===== config.mk =====
export PLATFORM = sky130hd
export DESIGN_NAME = vec_irq_ctrl
export DESIGN_NICKNAME = d
export VERILOG_FILES = /design/src/rtl/irq_pkg.sv /design/src/rtl/irq_pin_sync.sv /design/src/rtl/irq_prio_pick.sv /design/src/rtl/vec_irq_ctrl.sv
export SDC_FILE = /design/constraint.sdc
export NUM_CORES = 1
export LEC_CHECK = 0
export BUFFER_PORTS_ARGS = -buffer_cell sky130_fd_sc_hd__buf_2
export CAP_MARGIN = 10
export CORE_MARGIN = 4
export CORE_UTILIZATION = 51
export CTS_CLUSTER_SIZE = 40
export DETAILED_ROUTE_END_ITERATION = 7
export PLACE_DENSITY = 0.75
export SYNTH_ARGS = -nofsm -noshare
export SYNTH_HDL_FRONTEND = slang
export SYNTH_SLANG_ARGS = --single-unit

===== constraint.sdc =====
create_clock -name clk -period 1.7 [get_ports clk]
set_input_delay 0.34 -clock clk [delete_from_list [all_inputs] [get_ports clk]]
set_output_delay 0.34 -clock clk [all_outputs]
set_load 0.02 [all_outputs]

===== src/rtl/irq_pkg.sv =====
package irq_pkg;
    localparam int IRQ_N      = 8;
    localparam int CTL_W      = 4;
    localparam int NUM_CTL    = IRQ_N / CTL_W;
    localparam int IDX_W      = $clog2(IRQ_N);
    localparam int CSEL_W     = (NUM_CTL > 1) ? $clog2(NUM_CTL) : 1;
    localparam int NUM_EXT    = 2;
    localparam int NUM_TMR    = 4;
    localparam int VEC_W      = 8;
    localparam int VEC_PAGE   = 1;
    localparam int PAGE_SHIFT = 7;

    function automatic logic [VEC_W-1:0] vec_of(input logic [IDX_W-1:0] idx);
        return VEC_W'((VEC_PAGE << PAGE_SHIFT) + (int'(idx) << 1));
    endfunction
endpackage


===== src/rtl/irq_pin_sync.sv =====
module irq_pin_sync #(
    parameter int W = 2
) (
    input  logic         clk,
    input  logic         rst_n,
    input  logic [W-1:0] pin,
    output logic [W-1:0] chg
);
    typedef struct packed {
        logic [W-1:0] s1;
        logic [W-1:0] s2;
        logic [W-1:0] s3;
    } sync_t;

    sync_t sync_d, sync_q;

    always_comb begin
        sync_d.s1 = pin;
        sync_d.s2 = sync_q.s1;
        sync_d.s3 = sync_q.s2;
    end

    always_ff @(posedge clk or negedge rst_n) begin
        if (!rst_n) sync_q <= '0;
        else        sync_q <= sync_d;
    end

    // a level difference between the last two synchronized samples is one change
    assign chg = sync_q.s2 ^ sync_q.s3;
endmodule


===== src/rtl/irq_prio_pick.sv =====
module irq_prio_pick #(
    parameter int N  = 8,
    parameter int IW = 3
) (
    input  logic [N-1:0]  req,
    output logic          any,
    output logic [IW-1:0] idx
);
    always_comb begin
        any = |req;
        idx = '0;
        // scan from the top so the lowest set index is left last
        for (int i = N - 1; i >= 0; i--) begin
            if (req[i]) idx = IW'(i);
        end
    end
endmodule


===== src/rtl/vec_irq_ctrl.sv =====
module vec_irq_ctrl
    import irq_pkg::*;
(
    input  logic                clk,
    input  logic                rst_n,
    input  logic [NUM_EXT-1:0]  ext_pin,
    input  logic [NUM_TMR-1:0]  tmr_uflow,
    input  logic                adc_done,
    input  logic                sio_done,
    input  logic                ctl_wr,
    input  logic [CSEL_W-1:0]   ctl_sel,
    input  logic [CTL_W-1:0]    ctl_data,
    input  logic                gie_set,
    input  logic                gie_clr,
    input  logic                skip_req,
    input  logic [IDX_W-1:0]    skip_sel,
    output logic                skip_hit,
    output logic                irq_ack,
    output logic [VEC_W-1:0]    irq_vec
);
    typedef struct packed {
        logic [IRQ_N-1:0] flag;
        logic [IRQ_N-1:0] en;
        logic             gie;
    } ctl_state_t;

    ctl_state_t st_d, st_q;

    logic [NUM_EXT-1:0] ext_chg;
    logic [IRQ_N-1:0]   evt_vec;
    logic [IRQ_N-1:0]   live;
    logic               pick_any;
    logic [IDX_W-1:0]   pick_idx;
    logic [IRQ_N-1:0]   ack_mask;
    logic [IRQ_N-1:0]   skip_mask;
    logic [IRQ_N-1:0]   clr_mask;

    irq_pin_sync #(.W(NUM_EXT)) u_sync (
        .clk   (clk),
        .rst_n (rst_n),
        .pin   (ext_pin),
        .chg   (ext_chg)
    );

    assign evt_vec = {sio_done, adc_done, tmr_uflow, ext_chg};
    assign live    = st_q.flag & st_q.en;

    irq_prio_pick #(.N(IRQ_N), .IW(IDX_W)) u_pick (
        .req (live),
        .any (pick_any),
        .idx (pick_idx)
    );

    always_comb begin
        irq_ack   = st_q.gie & pick_any;
        irq_vec   = irq_ack ? vec_of(pick_idx) : '0;
        ack_mask  = irq_ack ? (IRQ_N'(1) << pick_idx) : '0;
        skip_hit  = skip_req & st_q.flag[skip_sel] & ~st_q.en[skip_sel];
        skip_mask = skip_hit ? (IRQ_N'(1) << skip_sel) : '0;
        clr_mask  = ack_mask | skip_mask;

        st_d = st_q;
        // an arriving event outranks any clear of the same flag
        st_d.flag = (st_q.flag & ~clr_mask) | evt_vec;
        for (int r = 0; r < NUM_CTL; r++) begin
            if (ctl_wr && ctl_sel == CSEL_W'(r)) st_d.en[r*CTL_W +: CTL_W] = ctl_data;
        end
        if (irq_ack || gie_clr) st_d.gie = 1'b0;
        else if (gie_set)       st_d.gie = 1'b1;
    end

    always_ff @(posedge clk or negedge rst_n) begin
        if (!rst_n) st_q <= '0;
        else        st_q <= st_d;
    end

    // the take turns the global enable off, so acknowledge never lasts two cycles
    a_r3_ack_single: assert property (@(posedge clk) disable iff (!rst_n)
        irq_ack |=> !irq_ack);

    // no take while the global enable is off
    a_r2_masked_no_take: assert property (@(posedge clk) disable iff (!rst_n)
        !st_q.gie |-> !irq_ack);

    // the picked source is live and nothing live sits below it
    a_r7_lowest_wins: assert property (@(posedge clk) disable iff (!rst_n)
        irq_ack |-> (live[pick_idx] && ((live & ((IRQ_N'(1) << pick_idx) - IRQ_N'(1))) == '0)));

    // no flag drops unless a take or a skip named it
    a_r4_sticky: assert property (@(posedge clk) disable iff (!rst_n)
        1'b1 |=> (($past(st_q.flag) & ~$past(clr_mask) & ~st_q.flag) == '0));

    // the taken flag is gone afterwards unless its source fired again
    a_r5_take_clears: assert property (@(posedge clk) disable iff (!rst_n)
        irq_ack |=> ((st_q.flag & $past(ack_mask) & ~$past(evt_vec)) == '0));

    // every event leaves its flag set
    a_r12_set_wins: assert property (@(posedge clk) disable iff (!rst_n)
        1'b1 |=> (($past(evt_vec) & ~st_q.flag) == '0));

    // an enabled source never answers a skip query
    a_r6_enabled_no_skip: assert property (@(posedge clk) disable iff (!rst_n)
        (skip_req && st_q.en[skip_sel]) |-> !skip_hit);
endmodule


==> metrics.yaml, run 1 <==
drv_slew: 0
ys.flop_type: "dfrtp_1"
max_stage_delay_ns: 0.47
drtPass1Iterations: 6
final_net_count: 188
worstReg2RegEnd: "st_q[15]$_DFF_PN0_"
critPathTopFamily: "flip-flops"
switching_share_pct: 32.2
fmax_ghz: 0.515
rsz0062_at_grt: "true"
worstHoldStart: "ext_pin[0]"
max-cap-violations: 0
vias_per_cell: 5.92
grt_pass1_wl_um: 5100
status: "finished with violations"
power.density_nw_per_um2: 844
cts_tree: "built"
reg2reg_depth: 6
power.internal_mw: 0.911
ant_nets: 0
area.growth.synth_to_final_pct: 31.5
io_buffer_count: 27
instances_no_fill: 193
rows: 17
pwr-share-comb_pct: 31.8
hold_path_class: "primary input to register"
antenna_cells: 0
hold_viol: 0
drive_gt1_share_pct: 46.7
clkTransAtPathRegs_ns: 0.12
insertion_delay_ns: 0.31
track_usage_pct: 20.2
cp_slowest_cell: "dfrtp_2"
num_vias: 1143
antenna_found_initial: 0
postSynthCellCount: 118
synth_area_um2: 1210
ff2ff_setup_slack_ns: 0.15
vdd_drop_max_mv: 0.616
pin_count: 32
switchingPower_mw: 0.433
fin_skew_ns: 0.00204
layout_setup_ws_ns: -0.241
final_common_cell: "buf_2"
grt-ovfl-total: 0
synth_seq_cells: 23
ys_seq_area_share_pct: 47.6
cts.path.max_buffers: 2
whs_ns: 0.128
pwr-share-seq_pct: 49.6
critical_path_class: "register to output pin"
maxSlewHeadroom_pct: 65.6
hold_depth: 1
violations: "negative setup slack"
async_reset_ff_share_pct: 100
placed_cells: 176
dp_hpwl_um: 2240
synth_edf_count: 0
crit_chain: "nor3b_4 > a311oi_2 > a211o_1 > a21boi_2 > buf_4"
wl_um: 3180
cts-buffers-inserted: 3
syn_area_per_cell_um2: 10.3
min_to: "u_sync.sync_d[2]$_DFF_PN0_"
die_area_um2: 3220
grt_max_degree: 24
leakage_nw: 0.686
cp.arrival_ns: 1.60
start_kind: "register"
layout_common_cells: "buf_2 (23), buf_4 (22), dfrtp_1 (19), a21oi_1 (14), nand2_1 (12)"
gp_congestion: 0.876
grt_pass1_vias: 1115
finalSetupViolCount: 6
cts_sinks: 23
drc_errors: 0
period_share_pct: 114
yosysUniqueCellTypes: 36
cts_root_buf: "clkbuf_4"
ys_warn_count: 0
htree_levels: 1
initial_utilization_pct: 54.2
crit_required_ns: 1.36
cp-end-kind: "output pin"
layout_min_cycle_time_ns: 1.94
fp.dieW_um: 56.7
path_buf_inv: 1
p_clk_share_pct: 18.6
tightestPinTransition_ns: 0.516
die_h_um: 56.7
critPathMaxFanout: 4
post_drt_wl_per_cell_um: 16.5
first_iter_violations: 62
core_area_um2: 2230
r2r_start: "st_q[13]$_DFF_PN0_"
==> worst reg2reg max path: stages (launching register included) <==
cell	delay, ns
dfrtp_2	0.46
a22oi_2	0.33
nand2b_1	0.13
buf_4	0.15
buf_4	0.13
nor3_2	0.16
a21oi_1	0.08
==> routing by layer <==
layer,up-vias,part of all wire (%),global-route usage (%)
li1,524,-,-
met1,549,41,25.1
met2,55,50,34.0
met3,15,6.4,4.14
met4,0,2.8,8.14
met5,-,0,0
==> cells in the mapped netlist (2+ instances only) <==
| master | count | area (µm²) |
|---|---|---|
| a21oi_1 | 14 | 70.1 |
| a22oi_1 | 3 | 22.5 |
| a22oi_2 | 2 | 25.0 |
| a32o_1 | 2 | 20.0 |
| buf_4 | 6 | 45.0 |
| dfrtp_1 | 23 | 576 |
| inv_1 | 3 | 11.3 |
| mux2_2 | 7 | 78.8 |
| nand2_1 | 13 | 48.8 |
| nand2b_1 | 4 | 25.0 |
| nand3_1 | 2 | 10.0 |
| nor2_1 | 4 | 15.0 |
| nor3_1 | 5 | 25.0 |
| nor3b_1 | 2 | 15.0 |
| or3_1 | 5 | 31.3 |
| or4_1 | 2 | 15.0 |
| xnor2_1 | 2 | 17.5 |
==> power by group through the flow <==
stage | Clock (mW) | Combinational (mW) | Sequential, mW
3_5_place_dp | 0 | 0.333 | 0.670
5_1_grt | 0.280 | 0.459 | 0.674
2_1_floorplan | 0 | 0.215 | 0.653
4_1_cts | 0.255 | 0.408 | 0.662
6_report | 0.250 | 0.427 | 0.667
3_3_place_gp | 0 | 0.320 | 0.667
==> cells by family after synthesis <==
| family | count (synthesis) | synth area share [%] |
|---|---|---|
| muxes | 7 | 6.52 |
| and+or+nand+nor | 42 | 18.9 |
| buffers and inverters | 10 | 5.07 |
| AOI/OAI and AO/OA | 33 | 20.2 |
| DFF | 23 | 47.6 |
| other | 1 | 0.310 |
| xor gates and xnor gates | 2 | 1.45 |
==> worst max path at each step <==
stage / start / endpoint / slack [ns] / depth (start not counted)
after floorplan: skip_sel[1] / skip_hit / 0.01 / 5
after global placement: st_q[11]$_DFF_PN0_ / irq_vec[1] / 0.08 / 5
after detailed placement: skip_sel[1] / skip_hit / -0.03 / 6
after CTS: st_q[1]$_DFFE_PN0P_ / skip_hit / -0.24 / 5
after global routing: st_q[1]$_DFFE_PN0P_ / skip_hit / -0.31 / 5
final: st_q[1]$_DFFE_PN0P_ / skip_hit / -0.24 / 5
==> state kept, by name, indices dropped and copies added (netlist names) <==
name           flops
st_q              17
u_sync.sync_d      4
u_sync.sync_q      2
==> through the flow <==
stage | worst slack, ns | TNS [ns] | instance area, µm² | utilization (%) | power (mW)
2_1_floorplan | 0.0126 | 0 | 1220 | - | 0.868
3_3_place_gp | 0.0773 | 0 | 1390 | 62.4 | 0.987
3_5_place_dp | -0.0271 | -0.0271 | 1390 | 62.4 | 1.00
4_1_cts | -0.238 | -0.956 | 1570 | 70.4 | 1.32
5_1_grt | -0.313 | -1.52 | 1590 | 71.3 | 1.41
6_report | -0.241 | -1.09 | 1590 | 71.3 | 1.34
==> area by class of cell <==
cell class                 instances  area [µm²]
tap                               28        35.0
multi-input combinational         88         637
sequential                        23         581
fill                             154         642
timing repair buffer              47         302
clock buffer                       4        26.3
inverter                           3        11.3
==> timing repair <==
action / CTS / global route
pin swaps: 8 / 5
hold buffers: 1 / 0
gates resized for setup: 15 / 6
setup endpoints to repair: 6 / 8
buffers inserted: 12 / 2
hold endpoints to repair: 7 / 0
No activity file was read; power rests on OpenSTA's default activity.
==> run 2, diff against run 1 <==
- PLACE_DENSITY: 0.75 -> 0.82
==> run 2 against run 1 <==
Against the previous run:
- clock skew increased by 0.0069 ns
- sequential power about the same
- sequential cell count unchanged
- the run still ends with negative setup slack left
- critical endpoint is now irq_vec[1]
- combinational power decreased by 7.5%
- maximum frequency decreased by 0.37%
- utilization decreased by 2.5 points
- largest power group unchanged
- register-to-register slack improved by 0.09 ns
- routed wire length decreased by 5.8%
- die area unchanged
- total power decreased by 2.1%
- clock-buffer cell count decreased by 1
- first-iteration DRC count decreased by 32%
==> metrics.yaml, run 2 (same netlist as run 1, synthesis figures left out) <==
status: "finished with violations"
violations: "negative setup slack"
leakage_nw: 0.660  # -3.7%
post_drt_wl_per_cell_um: 16.0  # -2.8%
max_stage_delay_ns: 0.46  # about the same
cts_root_buf: "clkbuf_4"
drc_errors: 0  # unchanged
cp-end-kind: "output pin"
area.growth.synth_to_final_pct: 26.9
start_kind: "register"
gp_congestion: 0.864  # -1.4%
clkTransAtPathRegs_ns: 0.13  # about the same
num_vias: 1097  # -4.0%
ff2ff_setup_slack_ns: 0.24  # +0.09 ns
tightestPinTransition_ns: 0.513  # -0.00317 ns
r2r_start: "st_q[3]$_DFFE_PN0P_"
dp_hpwl_um: 2170  # -3.2%
drv_slew: 0  # unchanged
register_area_um2: 579  # -0.22%
track_usage_pct: 18.4  # -1.9 points
grt_pass1_wl_um: 4660  # -8.7%
reg2reg_depth: 6  # unchanged
vias_per_cell: 5.87  # -0.95%
power.density_nw_per_um2: 857  # +1.5%
top_register: "st_q"
die_h_um: 56.7  # unchanged
drive_gt1_share_pct: 43.4  # -3.3 points
period_share_pct: 115  # +0.43 points
htree_levels: 1  # unchanged
worstHoldStart: "ext_pin[1]"
grt-ovfl-total: 0  # unchanged
maxSlewHeadroom_pct: 65.8  # +0.21 points
cp_slowest_cell: "dfrtp_2"
cts_sinks: 23  # unchanged
wl_um: 3000  # -5.8%
worstReg2RegEnd: "st_q[15]$_DFF_PN0_"
critPathMaxFanout: 4  # unchanged
finalSetupViolCount: 6  # unchanged
max-cap-violations: 0  # unchanged
rows: 17  # unchanged
path_buf_inv: 2  # +1
min_to: "u_sync.sync_d[3]$_DFF_PN0_"
cts_tree: "built"
multi_input_area_um2: 626  # -1.8%
antenna_found_initial: 0  # unchanged
critPathTopFamily: "flip-flops"
cts-buffers-inserted: 3  # unchanged
core_area_um2: 2230  # unchanged
io_buffer_count: 27  # unchanged
crit_required_ns: 1.36  # about the same
fp.dieW_um: 56.7  # unchanged
crit_chain: "buf_4 > a22oi_1 > a32o_2 > and2_4 > buf_6"
antenna_cells: 0  # unchanged
final_common_cell: "buf_2"
switching_share_pct: 32.6  # +0.39 points
die_area_um2: 3220  # unchanged
fin_skew_ns: 0.00893  # +0.00690 ns
power.internal_mw: 0.886  # -2.7%
whs_ns: 0.122  # -0.00626 ns
layout_min_cycle_time_ns: 1.95  # +0.00725 ns
total_power_mw: 1.32  # -2.1%
cts.path.max_buffers: 2  # unchanged
insertion_delay_ns: 0.31  # about the same
drtPass1Iterations: 4  # -2
critical_path_class: "register to output pin"
initial_utilization_pct: 54.2  # unchanged
grt_max_degree: 24  # unchanged
p_clk_share_pct: 19.1  # +0.5 points
grt_pass1_vias: 1052  # -5.7%
ant_nets: 0  # unchanged
vdd_drop_max_mv: 0.764  # +24%
pwr-share-seq_pct: 50.9  # +1.3 points
hold_viol: 0  # unchanged
rsz0062_at_grt: "true"
largest_reg_flops: 17  # unchanged
final_net_count: 182  # -3.2%
pin_count: 32  # unchanged
switchingPower_mw: 0.429  # -0.92%
hold_depth: 1  # unchanged
cp.arrival_ns: 1.61  # about the same
layout_setup_ws_ns: -0.248  # -0.00725 ns
first_iter_violations: 42  # -32%
pwr-share-comb_pct: 30.0  # -1.8 points
layout_common_cells: "buf_2 (23), dfrtp_1 (20), buf_4 (16), a21oi_1 (13), nand2_1 (12)"
fmax_ghz: 0.513  # -0.37%
crit_start: "st_q[1]$_DFFE_PN0P_"
hold_path_class: "primary input to register"
n_fill_cell: 176  # +14%
==> run 2: worst max path at each step <==
stage,end,cells past startpoint,slack (ns)
5_1_grt,skip_hit,5,-0.33
4_1_cts,skip_hit,5,-0.24
3_3_place_gp,skip_hit,6,0.06
3_5_place_dp,skip_hit,6,-0.05
2_1_floorplan,skip_hit,5,0.01
6_report,irq_vec[1],5,-0.25
==> run 2: layout make-up <==
cell class	instances	share of cell area (%)
timing repair buffer	41	16.7
multi-input combinational	88	40.7
sequential	23	37.7
clock buffer	3	1.47
inverter	3	0.733
tap	28	2.28
clock inverter	1	0.326
==> run 2: metal layers <==
layer / vias up / global-route usage (%) / wire length, µm
li1: 514 / - / -
met1: 513 / 22.5 / 1270
met2: 58 / 31.0 / 1450
met3: 12 / 3.45 / 197
met4: 0 / 8.14 / 78
met5: - / 0 / 0
==> run 2: power groups by stage <==
stage               registers (mW)  clock network, mW  logic (mW)
detailed placement           0.670                  0       0.334
global placement             0.669                  0       0.321
floorplan                    0.653                  0       0.215
global route                 0.676              0.286       0.426
finish                       0.669              0.252       0.395
CTS                          0.661              0.260       0.356
==> run 2: timing repair <==
| action | CTS | global route |
|---|---|---|
| hold buffers | 1 | 0 |
| endpoints found under the setup margin | 6 | 6 |
| buffers inserted | 2 | 4 |
| resized for setup | 11 | 7 |
| hold endpoints to repair | 23 | 0 |
| pin swaps | 8 | 4 |
==> run 2: metrics by stage <==
| stage | setup slack [ns] | utilization (%) | instances | setup TNS [ns] | instance area, µm² |
|---|---|---|---|---|---|
| 2_1_floorplan | 0.0126 | - | 121 | 0 | 1220 |
| 3_3_place_gp | 0.0609 | 62.4 | 176 | 0 | 1390 |
| 3_5_place_dp | -0.0549 | 62.4 | 176 | -0.0549 | 1390 |
| 4_1_cts | -0.245 | 66.2 | 183 | -1.01 | 1480 |
| 5_1_grt | -0.334 | 68.7 | 187 | -1.56 | 1540 |
| 6_report | -0.248 | 68.7 | 187 | -1.07 | 1540 |
